==> src/rtl/lbus_pkg.sv <==
package lbus_pkg;

    localparam int LANES = 4;
    localparam int BEATS = 4;

    typedef enum logic [2:0] {
        CT_INTA     = 3'b000,
        CT_SPECIAL  = 3'b001,
        CT_IORD     = 3'b010,
        CT_IOWR     = 3'b011,
        CT_FETCH    = 3'b100,
        CT_SHUTDOWN = 3'b101,
        CT_MEMRD    = 3'b110,
        CT_MEMWR    = 3'b111
    } cyc_type_e;

    typedef enum logic {
        ST_IDLE,
        ST_BEAT
    } seq_state_e;

    typedef struct packed {
        logic [LANES-1:0] be_n;
        logic             write;
    } xfer_t;

    function automatic logic claimable(cyc_type_e t);
        return (t == CT_FETCH) || (t == CT_MEMRD) || (t == CT_MEMWR);
    endfunction

    function automatic logic [1:0] beat_word(logic [1:0] start, logic [1:0] beat);
        return start + beat;
    endfunction

endpackage

==> src/rtl/lbus_decode.sv <==
module lbus_decode
    import lbus_pkg::*;
#(
    parameter logic [31:0] BASE_ADDR = 32'h0000_1000,
    parameter int          IDX_W     = 6,
    localparam int         TAG_W     = 30 - IDX_W
) (
    input  logic [TAG_W-1:0] tag,
    input  logic             mio,
    input  logic             dc,
    input  logic             wr,
    output logic             hit,
    output logic             is_write
);
    localparam logic [TAG_W-1:0] BASE_TAG = BASE_ADDR[31:IDX_W+2];

    cyc_type_e ctype;

    always_comb begin
        ctype    = cyc_type_e'({mio, dc, wr});
        hit      = claimable(ctype) && (tag == BASE_TAG);
        is_write = (ctype == CT_MEMWR);
    end
endmodule

==> src/rtl/lbus_seq.sv <==
module lbus_seq
    import lbus_pkg::*;
#(
    parameter int WAIT_STATES = 1,
    localparam int WCW = (WAIT_STATES > 0) ? $clog2(WAIT_STATES + 1) : 1
) (
    input  logic       clk,
    input  logic       rst,
    input  logic       start,
    input  logic       burst_in,
    output logic       busy,
    output logic       ready,
    output logic       last,
    output logic       burst_mode,
    output logic [1:0] beat
);
    localparam logic [WCW-1:0] WLAST = WCW'(WAIT_STATES);

    seq_state_e     state;
    logic [WCW-1:0] wcnt;

    always_comb begin
        busy       = (state == ST_BEAT);
        ready      = busy && (wcnt == WLAST);
        last       = ready && (!burst_mode || beat == 2'(BEATS - 1));
    end

    always_ff @(posedge clk) begin
        if (rst) begin
            state      <= ST_IDLE;
            wcnt       <= '0;
            beat       <= '0;
            burst_mode <= 1'b0;
        end else begin
            case (state)
                ST_IDLE: begin
                    if (start) begin
                        state      <= ST_BEAT;
                        wcnt       <= '0;
                        beat       <= '0;
                        burst_mode <= burst_in;
                    end
                end
                ST_BEAT: begin
                    if (ready) begin
                        if (last) begin
                            state <= ST_IDLE;
                        end else begin
                            beat <= beat + 2'd1;
                            wcnt <= '0;
                        end
                    end else begin
                        wcnt <= wcnt + 1'b1;
                    end
                end
                default: state <= ST_IDLE;
            endcase
        end
    end

    // wait states ahead of the first ready
    a_r8_first_wait: assert property (@(posedge clk) disable iff (rst)
        $rose(busy) |-> (ready == (WAIT_STATES == 0)));

    // wait states between beats of a burst
    a_r8_beat_gap: assert property (@(posedge clk) disable iff (rst)
        (ready && !last) |=> (busy && (ready == (WAIT_STATES == 0))));

    // sequencer idle right after the final ready
    a_r9_release: assert property (@(posedge clk) disable iff (rst)
        last |=> !busy);

    // a single transfer never advances the beat index
    a_r4_single_beat: assert property (@(posedge clk) disable iff (rst)
        (busy && !burst_mode) |-> (beat == 2'd0));
endmodule

==> src/rtl/lbus_regfile.sv <==
module lbus_regfile
    import lbus_pkg::*;
#(
    parameter int WORDS = 64,
    localparam int IDX_W = $clog2(WORDS)
) (
    input  logic             clk,
    input  logic             rst,
    input  logic             we,
    input  logic [IDX_W-1:0] idx,
    input  logic [31:0]      wdata,
    input  logic [LANES-1:0] wbe_n,
    output logic [31:0]      rdata
);
    logic [31:0] mem [WORDS];

    for (genvar g = 0; g < LANES; g++) begin : g_lane
        always_ff @(posedge clk) begin
            if (rst) begin
                for (int w = 0; w < WORDS; w++) mem[w][8*g +: 8] <= 8'h00;
            end else if (we && !wbe_n[g]) begin
                mem[idx][8*g +: 8] <= wdata[8*g +: 8];
            end
        end
    end

    assign rdata = mem[idx];
endmodule

==> src/rtl/lbus_target.sv <==
module lbus_target
    import lbus_pkg::*;
#(
    parameter logic [31:0] BASE_ADDR   = 32'h0000_1000,
    parameter int          WIN_WORDS   = 64,
    parameter int          WAIT_STATES = 1,
    parameter bit          SIZE16      = 1'b0
) (
    input  logic        clk,
    input  logic        rst,
    input  logic        ads_n,
    input  logic [29:0] addr_w,
    input  logic [3:0]  be_n,
    input  logic        mio,
    input  logic        dc,
    input  logic        wr,
    input  logic        blast_n,
    input  logic        rdyrtn_n,
    input  logic [31:0] wdata,
    output logic        ldev_n,
    output logic        lrdy_n,
    output logic        brdy_n,
    output logic        lbs16_n,
    output logic [31:0] data_out,
    output logic        data_oe
);
    localparam int IDX_W = $clog2(WIN_WORDS);

    logic             hit, is_write, start;
    logic             busy, ready, last, burst_mode;
    logic [1:0]       beat;
    xfer_t            req_q;
    logic [IDX_W-1:0] start_idx, acc_idx;
    logic [31:0]      rdata;
    logic             we;

    lbus_decode #(.BASE_ADDR(BASE_ADDR), .IDX_W(IDX_W)) u_decode (
        .tag(addr_w[29:IDX_W]), .mio(mio), .dc(dc), .wr(wr),
        .hit(hit), .is_write(is_write)
    );

    assign start = !ads_n && !busy && hit;

    lbus_seq #(.WAIT_STATES(WAIT_STATES)) u_seq (
        .clk(clk), .rst(rst), .start(start), .burst_in(!blast_n),
        .busy(busy), .ready(ready), .last(last),
        .burst_mode(burst_mode), .beat(beat)
    );

    always_ff @(posedge clk) begin
        if (rst) begin
            req_q     <= '0;
            start_idx <= '0;
        end else if (start) begin
            req_q     <= '{be_n: be_n, write: is_write};
            start_idx <= addr_w[IDX_W-1:0];
        end
    end

    always_comb begin
        acc_idx = (start_idx & ~IDX_W'(3)) | IDX_W'(beat_word(start_idx[1:0], beat));
        we      = ready && req_q.write;
    end

    lbus_regfile #(.WORDS(WIN_WORDS)) u_regs (
        .clk(clk), .rst(rst), .we(we), .idx(acc_idx),
        .wdata(wdata), .wbe_n(req_q.be_n), .rdata(rdata)
    );

    always_comb begin
        ldev_n   = !busy;
        lrdy_n   = !(ready && !burst_mode);
        brdy_n   = !(ready && burst_mode);
        data_oe  = ready && !req_q.write;
        data_out = data_oe ? rdata : 32'h0;
    end

    if (SIZE16) begin : g_size16
        assign lbs16_n = !busy;
    end else begin : g_size32
        assign lbs16_n = 1'b1;
    end

    // every output inactive after a reset cycle
    a_r1_reset_idle: assert property (@(posedge clk)
        rst |=> (ldev_n && lrdy_n && brdy_n && lbs16_n && !data_oe));

    // no ready of either kind without a claim
    a_r2_ready_claimed: assert property (@(posedge clk) disable iff (rst)
        (!lrdy_n || !brdy_n) |-> !ldev_n);

    // no read drive and no write while unclaimed
    a_r3_no_access_idle: assert property (@(posedge clk) disable iff (rst)
        ldev_n |-> (!data_oe && !we));

    // strobes or ready return during a cycle leave the captured request alone
    a_r10_busy_strobe: assert property (@(posedge clk) disable iff (rst)
        (busy && !ads_n) |=> $stable(req_q));
    a_r10_rdyrtn_early: assert property (@(posedge clk) disable iff (rst)
        (busy && !rdyrtn_n) |=> $stable(start_idx));
endmodule

==> config.mk <==
export PLATFORM = sky130hd
export DESIGN_NAME = lbus_target
export DESIGN_NICKNAME = d
export VERILOG_FILES = /design/src/rtl/lbus_pkg.sv /design/src/rtl/lbus_decode.sv /design/src/rtl/lbus_seq.sv /design/src/rtl/lbus_regfile.sv /design/src/rtl/lbus_target.sv
export SDC_FILE = /design/constraint.sdc
export NUM_CORES = 2
export LEC_CHECK = 0
export ABC_CLOCK_PERIOD_IN_PS = 6200
export BUFFER_PORTS_ARGS = -buffer_cell sky130_fd_sc_hd__buf_2
export CORE_MARGIN = 2
export CORE_UTILIZATION = 30
export CTS_BUF_LIST = sky130_fd_sc_hd__clkbuf_8 sky130_fd_sc_hd__clkbuf_16
export CTS_CLUSTER_DIAMETER = 80
export DETAILED_ROUTE_END_ITERATION = 6
export PLACE_DENSITY_LB_ADDON = 0.12
export SKIP_CTS_REPAIR_TIMING = 1
export SYNTH_ARGS = -nofsm -noshare
export SYNTH_HDL_FRONTEND = slang
export SYNTH_SLANG_ARGS = --single-unit
==> constraint.sdc <==
create_clock -name clk -period 6.2 [get_ports clk]
set_input_delay 0.93 -clock clk [delete_from_list [all_inputs] [get_ports clk]]
set_output_delay 0.93 -clock clk [all_outputs]
set_load 0.02 [all_outputs]
Yosys cells after proc, flatten, opt, wreduce, memory -nomap -nowiden --
Memory sizes are Yosys's and may differ from the RTL's. Index checks and enable logic that the tools add are counted.
Word-level totals: memories 1, register bits 16, output and inout port bits 37, memory bits (writable) 2048, input bits 74
Memory list:
- u_regs.mem | depth 64, bits a word 32, rd ports 1, clocked after Yosys merged registers in 0, write ports 64, line lbus_regfile.sv:15 | logic [31:0] mem [WORDS];
Cells by class: add/sub/neg operators 3, equal/unequal tests 9, mux-type cells 30, reduce and logical (&&, ||, !) cells 31, bitwise operators 2
Operators by type and width (count):
- 2-to-1 mux 32 bit | 2
- OR reduction 32 bit | 1
- == test 24 x 5 -> 1 bit (second input constant) | 1
- 2-to-1 mux 1 bit | 20
- logical AND 1 bit | 13
- zero test 1 bit | 11
- == test 3 bit (second input constant) | 3
- 2-to-1 mux 2 bit | 3
- 2-to-1 mux 6 bit | 1
- != test 2 bit (second input constant) | 3
- bitwise OR 6 x 2 -> 6 bit | 1
- 2-to-1 mux 4 bit | 1
- one-hot mux 1 bit (2 select lines) | 2
- one-hot mux 2 bit (2 select lines) | 1
- AND reduction 2 bit | 2
- logical OR 1 bit | 3
- != test 3 bit (second input constant) | 1
- AND reduction 3 bit | 1
- adder 2 x 1 -> 2 bit (second input constant) | 1
- adder 2 bit | 1
- == test 2 bit (second input constant) | 1
- adder 1 bit (second input constant) | 1
- NOT 1 bit | 1

Longest topological paths before layout --
depth in word-level cells 8, gate-level depth with buffers 12, depth with buffers taken out 7

Cells and area by module --
A second synthesis with hierarchy kept.
Unflattened totals: cell total of the unflattened synthesis 7341, area total of the unflattened synthesis 95077.4 sq um
Modules (own cells, without submodules):
- lbus_regfile | cells an instance 7210, area each 93948.9 sq um, times used 1, sequential area each 61499.0 sq um
- lbus_target | cells an instance 94, area each 800.8 sq um, times used 1, sequential area each 220.2 sq um
- lbus_seq | cells an instance 25, area each 236.5 sq um, times used 1, sequential area each 100.1 sq um
- lbus_decode | cells an instance 12, area each 91.3 sq um, times used 1, sequential area each 0.0 sq um

Worst setup path after synthesis --
OpenSTA, ideal clock, no wires.
kind reg-to-output, from register u_seq.beat[0], to output data_out[28], arrival time 2.968 ns, data required time 5.270 ns, cell stages (with the launch flop) 11, path slack 2.302 ns, path through dfxtp_1 -> ha_1 -> buf_4 -> buf_4 -> buf_2 -> buf_2 -> nor3_1 -> a311o_1 -> a222oi_1 -> o2111ai_1 -> nor4b_1
Between the ends: longest elaborated chain between the ends 4
Ends and longest elaborated chain:
- start, declared | line lbus_seq.sv:15 | output logic [1:0] beat
- start signal, assigned | line lbus_seq.sv:49 | beat <= beat + 2'd1;
- adder 2 bit | line lbus_pkg.sv:32 | return start + beat;
- bitwise OR 6 x 2 -> 6 bit | line lbus_target.sv:61 | acc_idx = (start_idx & ~IDX_W'(3)) | IDX_W'(beat_word(start_idx[1:0], beat));
- memory read (64 x 32 bit)
- 2-to-1 mux 32 bit | line lbus_target.sv:75 | data_out = data_oe ? rdata : 32'h0;
- end, declared | line lbus_target.sv:24 | output logic [31:0] data_out,
No other way between the ends.

Worst setup path after layout --
Same ends and word-level chain as after synthesis.

==> results_dict.tcl <==
set metrics [dict create \
    status "finished, final reports clean" \
    die_h_um 571.9 \
    grtUsageMet1_pct 30.90 \
    die-area_mm2 0.3271 \
    drive_above_1_share_pct 15.34 \
    netlist_top_cells_count "and2_1, edfxtp_1, nand2_1" \
    synthTopCellsByArea "edfxtp_1, and2_1, mux4_2, nand2_1, mux2i_1" \
    maxCapViolCount 0 \
    hold_viol 0 \
    ir_drop_v 0.0002442 \
    yosys_warnings 0 \
    grt_overflow 0 \
    dp_cells 11770 \
    relSlewSlack_pct 17.48 \
    crit_arrival_ns 5.15 \
    fin_crit_ns 6.084 \
    p_sw_mw 6.998 \
    num-nets-final 7800 \
    ff2ff_path_depth 8 \
    grt_start_max_net_pins 142 \
    use_met3_pct 2.852 \
    path_depth 11 \
    p_leak_nw 38.13 \
    required_ns 5.27 \
    cp_slowest_cell "a2111oi_0" \
    syn-cell-area_mm2 0.09677 \
    r2r_start "u_seq.beat[0]$_SDFFE_PP0P_" \
    insertion_delay_ns 0.92 \
    clock-sinks 2064 \
    use_met2_pct 35.97 \
    clkTransAtPathRegs_ns 0.06 \
    cts_tree "yes" \
    start_kind "register" \
    max_stage_delay_ns 0.81 \
    critPathBufInv 5 \
    synthArstFlopShare_pct 0 \
    vias_per_cell 5.115 \
    clock.fmax_mhz 164.4 \
    area_growth_pct 14.03 \
    num_rows 208 \
    synth_edf_count 2048 \
    switching_share_pct 22.66 \
    drt_first_pass_iters 6 \
    worstHoldStart "blast_n" \
    fillers 31400 \
    grt_pass1_vias 61780 \
    h-tree-depth 4 \
    synth-seq-area-share_pct 63.89 \
    min_path_type "in2reg" \
    drcViolationCount 0 \
    numCtsBuffers 239 \
    gp_congestion 0.8285 \
    skew_ns 0.05178 \
    grt_antenna_before_repair 38 \
    yosysMostFrequentCell "and2_1" \
    place.detailed.hpwl_um 234800 \
    setup-tns-final_ns 0 \
    setup_violations 0 \
    synth_area_leader_cell "edfxtp_1" \
    rsz0062_at_grt "false" \
    die_width_um 571.9 \
    finalWirelength_um 367300 \
    power_density_mw_per_mm2 279.9 \
    cp_max_fo 24 \
    worst_hold_path.endpoint "u_seq.burst_mode$_SDFFE_PP0P_" \
    reg2reg_to "u_regs.mem[32][27]$_SDFFCE_PN0P_" \
    critPathCaptureType "output port" \
    drtIter0Drc 6523 \
    clock_path_buffers 4 \
    ant_nets 0 \
    maxSlewViolCount 0 \
    initial_core_util_pct 30.16 \
    avgRoutedWirePerCell_um 30.02 \
    synth_nets 7756 \
    ys_types 77 \
    p_clk_share_pct 44.1 \
    pwr-share-seq_pct 52.4 \
    grt_util_all_layers_pct 22.02 \
    ios 111 \
    comb_power_share_pct 3.4 \
    vias 62580 \
    finalNonFillerCells 12240 \
    ys_ff_latch 2064 \
    criticalPathCategory "reg2out" \
    syn_avg_cell_area_um2 12.60 \
    port_buffers 108 \
    netlist_instances 7680 \
    power.internal_mw 23.88 \
    yosysTopAreaCellShare_pct 63.55 \
    crit_family "buffers and inverters" \
    worst_pin_slew_ns 1.207 \
    core_region_area_mm2 0.3209 \
    period_share_pct 98.12 \
    grt_pass1_wl_um 507100 \
    synth_top_flop_cell "edfxtp_1" \
    busiest_layer "met2" \
    crit_chain "ha_4 > buf_4 > inv_4 > nor2_2 > buf_4 > nand3_1 > nand4_1 > a2111oi_0 > nor4b_1 > buf_4 > buf_2" \
    hold_path_depth 2 \
    cts_root_buf "clkbuf_16" \
    reg2reg_slack_ns 1.52 \
    cpMostUsedCell "buf_4" \
]
cell type report:
| cell class | count | area, µm² | area share [%] |
|---|---|---|---|
| clock buffers | 246 | 6100 | 5.528 |
| well taps | 4305 | 5386 | 4.882 |
| multi-input cells | 5023 | 32760 | 29.69 |
| inverters | 21 | 81.33 | 0.07371 |
| repair buffers | 375 | 2898 | 2.626 |
| clock inverters | 193 | 1266 | 1.148 |
| diodes | 8 | 20.02 | 0.01814 |
| flip-flops and latches | 2064 | 61830 | 56.04 |
sequential cells by signal, indices dropped and copies added (netlist names):
name	flops
u_seq.busy	1
u_seq.burst_mode	1
req_q	5
u_seq.wcnt	1
u_seq.beat	2
start_idx	6
u_regs.mem	2048
power groups by stage:
| stage | clock, mW | sequential (mW) | combinational (mW) |
|---|---|---|---|
| after floorplan | 0 | 16.4 | 0.618 |
| after global placement | 0 | 16.5 | 1.08 |
| after detailed placement | 0 | 16.5 | 1.09 |
| after CTS | 13.9 | 16.2 | 1.09 |
| after global routing | 14.3 | 16.2 | 1.14 |
| final | 13.6 | 16.2 | 1.06 |
logic make-up after synthesis:
kind of cell               share of synthesized area, %
AOI/OAI and AO/OA                                 3.750
xor gates and xnor gates                        0.06723
and+or+nand+nor                                   23.11
muxes                                             6.509
DFF                                               63.89
other                                          0.003875
adders and majority gates                       0.02586
buffers and inverters                             2.653
metal layers:
metal  share of wire [%]  wire, µm  vias up
li1                    -         -    27560
met1                  45    163700    32640
met2                  47    173100     1961
met3                 5.7     21030      423
met4                 2.6      9394        0
met5                   0         0        -
worst max-delay path by stage:
| stage | endpoint | slack (ns) | start |
|---|---|---|---|
| 6_report | data_out[28] | 0.12 | u_seq.beat[0]$_SDFFE_PP0P_ |
| 5_1_grt | data_out[31] | 0.03 | u_seq.beat[0]$_SDFFE_PP0P_ |
| 4_1_cts | data_out[9] | -0.22 | start_idx[1]$_SDFFE_PP0P_ |
| 3_5_place_dp | data_out[9] | 0.80 | start_idx[1]$_SDFFE_PP0P_ |
| 3_3_place_gp | data_out[28] | 0.85 | start_idx[1]$_SDFFE_PP0P_ |
| 2_1_floorplan | data_out[28] | 2.30 | u_seq.beat[0]$_SDFFE_PP0P_ |
metrics by stage:
stage                     area (µm²)  utilization (%)  hold WS (ns)  total power, mW  setup WS, ns
after detailed placement      102700            32.01        0.4960            17.57        0.8034
after CTS                     110100            34.30        0.1249            31.15       -0.2226
after global routing          110300            34.38        0.1651            31.73       0.02953
after floorplan                96770                -        0.4611            17.00         2.302
final                         110300            34.39        0.1939            30.88        0.1163
after global placement        102700            32.01        0.4873            17.55        0.8502
cell usage in the layout, fill, tap and decap left out, drive strengths merged, types with 15 or more instances in the layout:
cell,instances
a2111oi,25
a211oi,56
a21oi,25
a222oi,15
a22oi,27
a31oi,85
a32oi,15
and2,2053
and3,59
buf,375
clkbuf,246
clkinv,99
dfxtp,16
edfxtp,2048
inv,96
mux2i,222
mux4,174
nand2,775
nand3,252
nand4,56
nor2,446
nor3,101
nor4,23
o211ai,26
o21ai,54
o221ai,26
o22ai,30
or2,263
or3,16
(Power assumes the default switching activity.)
